<file path="config.mk">
export PLATFORM = sky130hd
export DESIGN_NAME = rename_status_table
export DESIGN_NICKNAME = d
export VERILOG_FILES = /design/src/rtl/rst_pkg.sv /design/src/rtl/rst_map_table.sv /design/src/rtl/rst_reg_file.sv /design/src/rtl/rst_src_lookup.sv /design/src/rtl/rename_status_table.sv
export SDC_FILE = /design/constraint.sdc
export NUM_CORES = 2
export LEC_CHECK = 0
export ABC_CLOCK_PERIOD_IN_PS = 17400
export BUFFER_PORTS_ARGS = -buffer_cell sky130_fd_sc_hd__buf_4
export CAP_MARGIN = 30
export CORE_MARGIN = 3
export CORE_UTILIZATION = 51
export DETAILED_ROUTE_END_ITERATION = 16
export HOLD_SLACK_MARGIN = 0.05
export PLACE_DENSITY = 0.67
export SLEW_MARGIN = 20
export SYNTH_ARGS = -nofsm -noshare
export SYNTH_HDL_FRONTEND = slang
export SYNTH_HIERARCHICAL = 1
export SYNTH_SLANG_ARGS = --single-unit
</file>
<file path="constraint.sdc">
create_clock -name clk_i -period 17.4 [get_ports clk_i]
set_input_delay 5.22 -clock clk_i [delete_from_list [all_inputs] [get_ports clk_i]]
set_output_delay 5.22 -clock clk_i [all_outputs]
set_load 0.005 [all_outputs]
</file>
<file path="src/rtl/rst_pkg.sv">
package rst_pkg;
  localparam int unsigned DEF_NREG   = 32;
  localparam int unsigned DEF_TAG_W  = 4;
  localparam int unsigned DEF_DATA_W = 32;

  typedef enum logic [1:0] {
    SRC_FILE,
    SRC_BYPASS,
    SRC_WAIT
  } src_sel_e;
endpackage

</file>
<file path="src/rtl/rst_map_table.sv">
module rst_map_table #(
  parameter int unsigned NREG  = 32,
  parameter int unsigned TAG_W = 4,
  localparam int unsigned IDX_W = $clog2(NREG)
) (
  input  logic                       clk_i,
  input  logic                       rst_ni,
  input  logic                       ren_en_i,
  input  logic [IDX_W-1:0]           ren_idx_i,
  input  logic [TAG_W-1:0]           ren_tag_i,
  input  logic                       clr_en_i,
  input  logic [IDX_W-1:0]           clr_idx_i,
  output logic [NREG-1:0][TAG_W-1:0] map_o
);
  for (genvar e = 0; e < NREG; e++) begin : g_entry
    logic ren_hit, clr_hit;
    assign ren_hit = ren_en_i && (ren_idx_i == IDX_W'(e));
    assign clr_hit = clr_en_i && (clr_idx_i == IDX_W'(e));
    always_ff @(posedge clk_i or negedge rst_ni) begin
      if (!rst_ni)      map_o[e] <= '0;
      else if (ren_hit) map_o[e] <= ren_tag_i;  // rename wins over clear
      else if (clr_hit) map_o[e] <= '0;
    end
  end
endmodule

</file>
<file path="src/rtl/rst_reg_file.sv">
module rst_reg_file #(
  parameter int unsigned NREG   = 32,
  parameter int unsigned DATA_W = 32,
  localparam int unsigned IDX_W = $clog2(NREG)
) (
  input  logic                        clk_i,
  input  logic                        rst_ni,
  input  logic                        wr_en_i,
  input  logic [IDX_W-1:0]            wr_idx_i,
  input  logic [DATA_W-1:0]           wr_data_i,
  output logic [NREG-1:0][DATA_W-1:0] rf_o
);
  for (genvar e = 0; e < NREG; e++) begin : g_reg
    always_ff @(posedge clk_i or negedge rst_ni) begin
      if (!rst_ni) rf_o[e] <= '0;
      else if (wr_en_i && (wr_idx_i == IDX_W'(e))) rf_o[e] <= wr_data_i;
    end
  end
endmodule

</file>
<file path="src/rtl/rst_src_lookup.sv">
module rst_src_lookup
  import rst_pkg::*;
#(
  parameter int unsigned NREG   = 32,
  parameter int unsigned TAG_W  = 4,
  parameter int unsigned DATA_W = 32,
  localparam int unsigned IDX_W = $clog2(NREG)
) (
  input  logic [NREG-1:0][TAG_W-1:0]  map_i,
  input  logic [NREG-1:0][DATA_W-1:0] rf_i,
  input  logic [IDX_W-1:0]            idx_i,
  input  logic                        bc_commit_i,
  input  logic [IDX_W-1:0]            bc_idx_i,
  input  logic [DATA_W-1:0]           bc_data_i,
  output logic                        ready_o,
  output logic [TAG_W-1:0]            tag_o,
  output logic [DATA_W-1:0]           value_o
);
  src_sel_e         sel;
  logic [TAG_W-1:0] pend;

  always_comb begin
    pend = map_i[idx_i];
    if (bc_commit_i && (bc_idx_i == idx_i)) sel = SRC_BYPASS;
    else if (pend == '0)                     sel = SRC_FILE;
    else                                     sel = SRC_WAIT;
  end

  always_comb begin
    ready_o = 1'b1;
    tag_o   = '0;
    value_o = '0;
    unique case (sel)
      SRC_BYPASS: value_o = bc_data_i;
      SRC_FILE:   value_o = rf_i[idx_i];
      default: begin
        ready_o = 1'b0;
        tag_o   = pend;
      end
    endcase
  end
endmodule

</file>
<file path="src/rtl/rename_status_table.sv">
module rename_status_table
  import rst_pkg::*;
#(
  parameter int unsigned NREG   = DEF_NREG,
  parameter int unsigned TAG_W  = DEF_TAG_W,
  parameter int unsigned DATA_W = DEF_DATA_W,
  localparam int unsigned IDX_W = $clog2(NREG),
  localparam int unsigned NSRC  = 2
) (
  input  logic              clk_i,
  input  logic              rst_ni,
  input  logic              disp_valid_i,
  input  logic [IDX_W-1:0]  disp_src_a_i,
  input  logic [IDX_W-1:0]  disp_src_b_i,
  input  logic [IDX_W-1:0]  disp_dst_i,
  input  logic [TAG_W-1:0]  disp_tag_i,
  input  logic              bc_valid_i,
  input  logic [IDX_W-1:0]  bc_dst_i,
  input  logic [TAG_W-1:0]  bc_tag_i,
  input  logic [DATA_W-1:0] bc_data_i,
  output logic              src_a_ready_o,
  output logic [TAG_W-1:0]  src_a_tag_o,
  output logic [DATA_W-1:0] src_a_value_o,
  output logic              src_b_ready_o,
  output logic [TAG_W-1:0]  src_b_tag_o,
  output logic [DATA_W-1:0] src_b_value_o
);
  logic [NREG-1:0][TAG_W-1:0]  map_q;
  logic [NREG-1:0][DATA_W-1:0] rf_q;
  logic                        commit;

  // only the still-current producer may retire its value
  assign commit = bc_valid_i && (bc_tag_i != '0) && (map_q[bc_dst_i] == bc_tag_i);

  rst_map_table #(.NREG(NREG), .TAG_W(TAG_W)) u_map (
    .clk_i     (clk_i),
    .rst_ni    (rst_ni),
    .ren_en_i  (disp_valid_i),
    .ren_idx_i (disp_dst_i),
    .ren_tag_i (disp_tag_i),
    .clr_en_i  (commit),
    .clr_idx_i (bc_dst_i),
    .map_o     (map_q)
  );

  rst_reg_file #(.NREG(NREG), .DATA_W(DATA_W)) u_rf (
    .clk_i     (clk_i),
    .rst_ni    (rst_ni),
    .wr_en_i   (commit),
    .wr_idx_i  (bc_dst_i),
    .wr_data_i (bc_data_i),
    .rf_o      (rf_q)
  );

  logic [NSRC-1:0][IDX_W-1:0]  src_idx;
  logic [NSRC-1:0]             src_rdy;
  logic [NSRC-1:0][TAG_W-1:0]  src_tag;
  logic [NSRC-1:0][DATA_W-1:0] src_val;

  assign src_idx[0] = disp_src_a_i;
  assign src_idx[1] = disp_src_b_i;

  for (genvar s = 0; s < NSRC; s++) begin : g_src
    rst_src_lookup #(.NREG(NREG), .TAG_W(TAG_W), .DATA_W(DATA_W)) u_lk (
      .map_i       (map_q),
      .rf_i        (rf_q),
      .idx_i       (src_idx[s]),
      .bc_commit_i (commit),
      .bc_idx_i    (bc_dst_i),
      .bc_data_i   (bc_data_i),
      .ready_o     (src_rdy[s]),
      .tag_o       (src_tag[s]),
      .value_o     (src_val[s])
    );
  end

  assign src_a_ready_o = src_rdy[0];
  assign src_a_tag_o   = src_tag[0];
  assign src_a_value_o = src_val[0];
  assign src_b_ready_o = src_rdy[1];
  assign src_b_tag_o   = src_tag[1];
  assign src_b_value_o = src_val[1];
endmodule

</file>
# == Yosys cells after proc, flatten, opt, wreduce, memory -nomap -nowiden ==
# Cells that the tools add are included.
# op_classes
n_reduce_logical,109
n_lt_le_gt_ge,3
muxes,84
n_eq_ne,67
# op_table
operator,count
$bmux 32 s5,2
$mux 4,69
$eq 5x5->1 const B,32
$pmux 32 s2,2
$eq 5x4->1 const B,16
$logic_and 1x1->1,68
$mux 32,2
$reduce_bool 2->1,32
$bmux 4 s5,3
$eq 5x3->1 const B,8
$eq 5x2->1 const B,4
$lt 5x6->1 const B,3
$eq 5x1->1 const B,2
$eq 5x5->1,2
$logic_not 5->1,2
$logic_not 4->1,2
$mux 2,4
$eq 2x1->1 const B,2
$eq 4x4->1,1
$logic_not 2->1,2
$reduce_bool 4->1,1
$reduce_or 2->1,2
$mux 1,2
# totals
out_inout_bits,74
elab_cells,327
register_bits,1152

# == Logic depth before layout (Yosys ltp) ==
# depth
ltp_word,9
ltp_mapped,15

# == Cells and area by module ==
# Netlist, hierarchy kept.
# modules_own_cells
mod,area_per_inst_um2,seq_area_each_um2,instances,cells_per_inst
rst_reg_file,38334.3,25624.6,1,2291
rst_src_lookup,10104.7,0.0,2,952
rst_map_table,5170.0,3203.1,1,383
rename_status_table,1302.5,0.0,1,159

# == Worst setup path after synthesis ==
# OpenSTA, ideal clock, no wires.
# synth_path
path_type,input-to-output
from,input bc_dst_i[1]
to,output src_a_value_o[10]
path_slack_ns,4.085
arrival_ns,8.095
stages,11
required_time_ns,12.180
n_path_buf,4
cell_sequence,buf_6 buf_12 mux4_2 o2111ai_2 nand4_1 xor2_1 nor4_2 and3_1 clkbuf_1 buf_1 o41ai_2
# synth_between
elab_chain_cells,8
word_cells_on_any_way,10
# synth_lines
item,line,text
from (decl),rename_status_table.sv:18,"input logic [IDX_W-1:0] bc_dst_i,"
$bmux 4 s5 *,rename_status_table.sv:33,assign commit = bc_valid_i && (bc_tag_i != '0) && (map_q[bc_dst_i] == bc_tag_i);
$mux 4 (not written as such) *,rename_status_table.sv:33,
$eq 4x4->1 *,rename_status_table.sv:33,
$logic_and 1x1->1 *,rename_status_table.sv:33,
net commit,rename_status_table.sv:30,logic commit;
$logic_and 1x1->1 *,rst_src_lookup.sv:24,if (bc_commit_i && (bc_idx_i == idx_i)) sel = SRC_BYPASS;
$mux 2 *,rst_src_lookup.sv:24,
$eq 2x1->1 or $logic_not 2->1 (tied branches),rst_src_lookup.sv:33,unique case (sel)
$pmux 32 s2 *,rst_src_lookup.sv:33,
to (decl),rename_status_table.sv:23,"output logic [DATA_W-1:0] src_a_value_o,"
# Mark *: on every way through the listed nets, which the timed path passes. The rest lies on a longest branch. The select of a mux whose other input is x is not followed.

# == Final worst setup path ==
# layout_path
from,input bc_dst_i[0]
to,output src_b_value_o[27]
# layout_between
elab_chain_cells,8
word_cells_on_any_way,10
# layout_lines
item,line,text
$bmux 4 s5 *,rename_status_table.sv:33,
$mux 4 (not written as such) *,rename_status_table.sv:33,
$eq 4x4->1 *,rename_status_table.sv:33,
$logic_and 1x1->1 *,rename_status_table.sv:33,
net commit,rename_status_table.sv:30,
$logic_and 1x1->1 *,rst_src_lookup.sv:24,
$mux 2 *,rst_src_lookup.sv:24,
$eq 2x1->1 or $logic_not 2->1 (tied branches),rst_src_lookup.sv:33,
$pmux 32 s2 *,rst_src_lookup.sv:33,
to (decl),rename_status_table.sv:26,output logic [DATA_W-1:0] src_b_value_o
# Marks and branches as above.

==> flow_summary.ini <==
[outcome]
status = finished clean

[synth]
ys.flop_type = dfrtp_1
async_flop_share_pct = 100.0
synth_nets = 4801
synth_edf_count = 0
seq_area_frac_synth_pct = 44.34
yosysWarnings = 6
ys_types = 59
synth.avg_cell_area_um2 = 13.73
ys_ff_latch = 1152
netlist_area_mm2 = 0.06502
netlist_instances = 4737

[cells_and_area]
multi_input_area_mm2 = 0.03391
diodes = 0
area_delta_synth_final_pct = 9.572
drive_above_1_share_pct = 42.75
fin_nets = 4673
final_cells = 6349
seq_area_mm2 = 0.02883
fillers = 10090

[timing]
setup-tns-final_ps = 0
worstMarginPinSlew_ps = 1048
rsz0062_at_grt = no
finalClockSkew_ps = 29.98
slew_viol_final = 0
layout_min_cycle_time_ps = 14910
max_freq_mhz = 67.08
setup_viol = 0
fin_crit_sh_pct = 85.68
slew_headroom_pct = 29.96
hold_violations = 0

[floorplan]
start_util_pct = 51.58
die_h_um = 363.0
ios = 138
die_area_mm2 = 0.1318
die_w_um = 363.0
core_region_area_mm2 = 0.1261
rows = 130

[pwr]
p_leak_nw = 33.27
vdd_drop_max_v = 0.00009905
powerDensity_mw_per_mm2 = 94.83

[detailed_routing]
dr_total_vias = 44686
ant_nets = 0
dr.first_iter.drc_count = 4693
wirelength_um = 210800
drcViolationCount = 0
viasPerCell = 7.038
wl_per_cell_um = 33.20
first_pass_iters = 8

[clock_network]
clk_transition_reported_paths_ps = 50
cts_buffers = 132
cts_setup_buffers = 0
htreeDepth = 4
cts_tree = done
cts_hold_buf = 0
cts_sinks = 1152
root_buffer = clkbuf_16
cts_resized = 0
clock_latency_ps = 760
clockBufferDepth = 3

[global_route]
grt_overflow = 0
grt_pass1_vias = 45066
grt_pass1_wl_um = 311200
grt_util_all_layers_pct = 31.95
grt_max_degree = 165
antenna_found_initial = 4

[min_path]
hp-class = register to register
worstHoldStart = u_rf/rf_o[901]$_DFFE_PN0P_

[setup_path]
cp_max_fo = 44
reg2reg_from = u_map/map_o[60]$_DFFE_PN0P_
crit_slowest_cell = nor2b_1
critPathMaxStageDelay_ps = 720
crit_chain = buf_4 > nor2b_1 > a22oi_1 > nand3_1 > nand4_1 > xnor2_1 > nand3_1 > nor4_2 > buf_4 > and3_4 > buf_4 > nand2_1 > o41ai_1 > clkbuf_2 > buf_4
crit_start = bc_dst_i[0]
crit_required_ps = 12180
worstPathArrival_ps = 9690
cpMostUsedCell = buf_4
path_class = input pin to output pin
crit_path_start_kind = input pin
worst_setup_path_end_kind = output pin

[placement]
finalWeightedCongestion = 0.9994
io_buffers = 137
place_inst = 6120
hpwl_um = 121400

[run]
max_cap_violations = 0
metrics by stage:
stage	cell area, um^2	utilization (%)	power, W	worst slack [ps]	hold WS, ps
3_3_place_gp	66630	52.85	0.003930	2613	489.9
6_report	71240	56.51	0.006756	2492	508.1
2_1_floorplan	65020	-	0.003592	4085	471.2
5_1_grt	71240	56.51	0.006991	2335	522.1
3_5_place_dp	66720	52.93	0.003947	2650	498.4
4_1_cts	71140	56.43	0.006788	2637	510.5
critical path: cells and delay by family:
kind	cells	cell delay, ps
simple gates	7	2050
compound gates	2	320
buf+inv	5	1780
xor+xnor	1	160
flip-flops by register name (all words and copies together), names as in the netlist:
signal,flops
u_rf/rf_o,1024
u_map/map_o,128
Yosys cell counts (11+ instances only):
master,instances,area (um^2)
dfrtp_1,1152,28830
mux2_2,1071,12060
mux2i_1,500,5005
mux4_2,387,8716
clkbuf_1,246,923.4
buf_2,181,905.9
nand2_1,165,619.3
a21oi_1,135,675.7
a22o_1,128,1121
o221ai_1,128,1121
a22oi_1,107,803.3
o21ai_0,70,350.3
o21a_1,58,435.4
nor2_1,53,198.9
nand3_1,52,260.3
o41ai_2,52,845.8
buf_6,36,405.4
buf_4,21,157.7
nand4_1,21,131.4
nor2b_1,16,100.1
and2_1,13,81.33
mux2_1,11,123.9
nand2b_1,11,68.82
final timing paths:
check / slack, ps / end / depth (start not counted)
setup / recovery: 2490 / src_b_value_o[27] / 15
hold / removal: 510 / u_rf/rf_o[901]$_DFFE_PN0P_ / 1
setup reg to reg: 12780 / u_rf/rf_o[968]$_DFFE_PN0P_ / 11
hold reg to reg: 510 / u_rf/rf_o[901]$_DFFE_PN0P_ / 1
max in group asynchronous: 9960 / u_rf/rf_o[94]$_DFFE_PN0P_ / 4
min in group asynchronous: 4490 / u_map/map_o[72]$_DFFE_PN0P_ / 1
where the power goes:
part / internal [W] / switching, W
registers: 0.00285 / 0.000163
clock network: 0.00172 / 0.00112
logic: 0.000403 / 0.000504
routing by layer:
| layer | share of wire, % | vias up | track usage [%] |
|---|---|---|---|
| met4 | 4.3 | 6 | 12.98 |
| met3 | 9.1 | 525 | 6.852 |
| met2 | 45 | 2160 | 47.85 |
| li1 | - | 18114 | - |
| met1 | 42 | 23881 | 45.53 |
| met5 | 0.019 | - | 0 |
cell type report:
class,instances,area share (%)
inverters,5,0.02634
multi-input cells,3086,47.60
clock buffers,207,5.847
repair buffers,232,2.807
flip-flops and latches,1152,40.47
clock inverters,17,0.3565
well taps,1650,2.898
layout by cell type (no fill, tap or decap), types with 52 or more instances in the layout:
cell       instances
clkbuf_16        140
nand2_1          153
dfrtp_1         1152
o21a_1            58
mux4_2           387
mux2_2          1071
o21ai_0           67
o221ai_1         128
o41ai_2           52
a21oi_1          135
mux2i_1          500
a22o_1           128
a22oi_1          107
buf_4            209
logic make-up (layout without fill, tap and decap cells):
logic type             after synthesis  in the layout  synth area share, %
multiplexers                      1969           1969                39.84
AO/OA/AOI/OAI                      709            709                8.620
flip-flops                        1152           1152                44.34
buffers and inverters              499            461                3.851
XOR/XNOR                            14             14               0.1886
AND/OR/NAND/NOR                    394            394                3.158
Note: power is estimated with default switching activity, not from simulation.
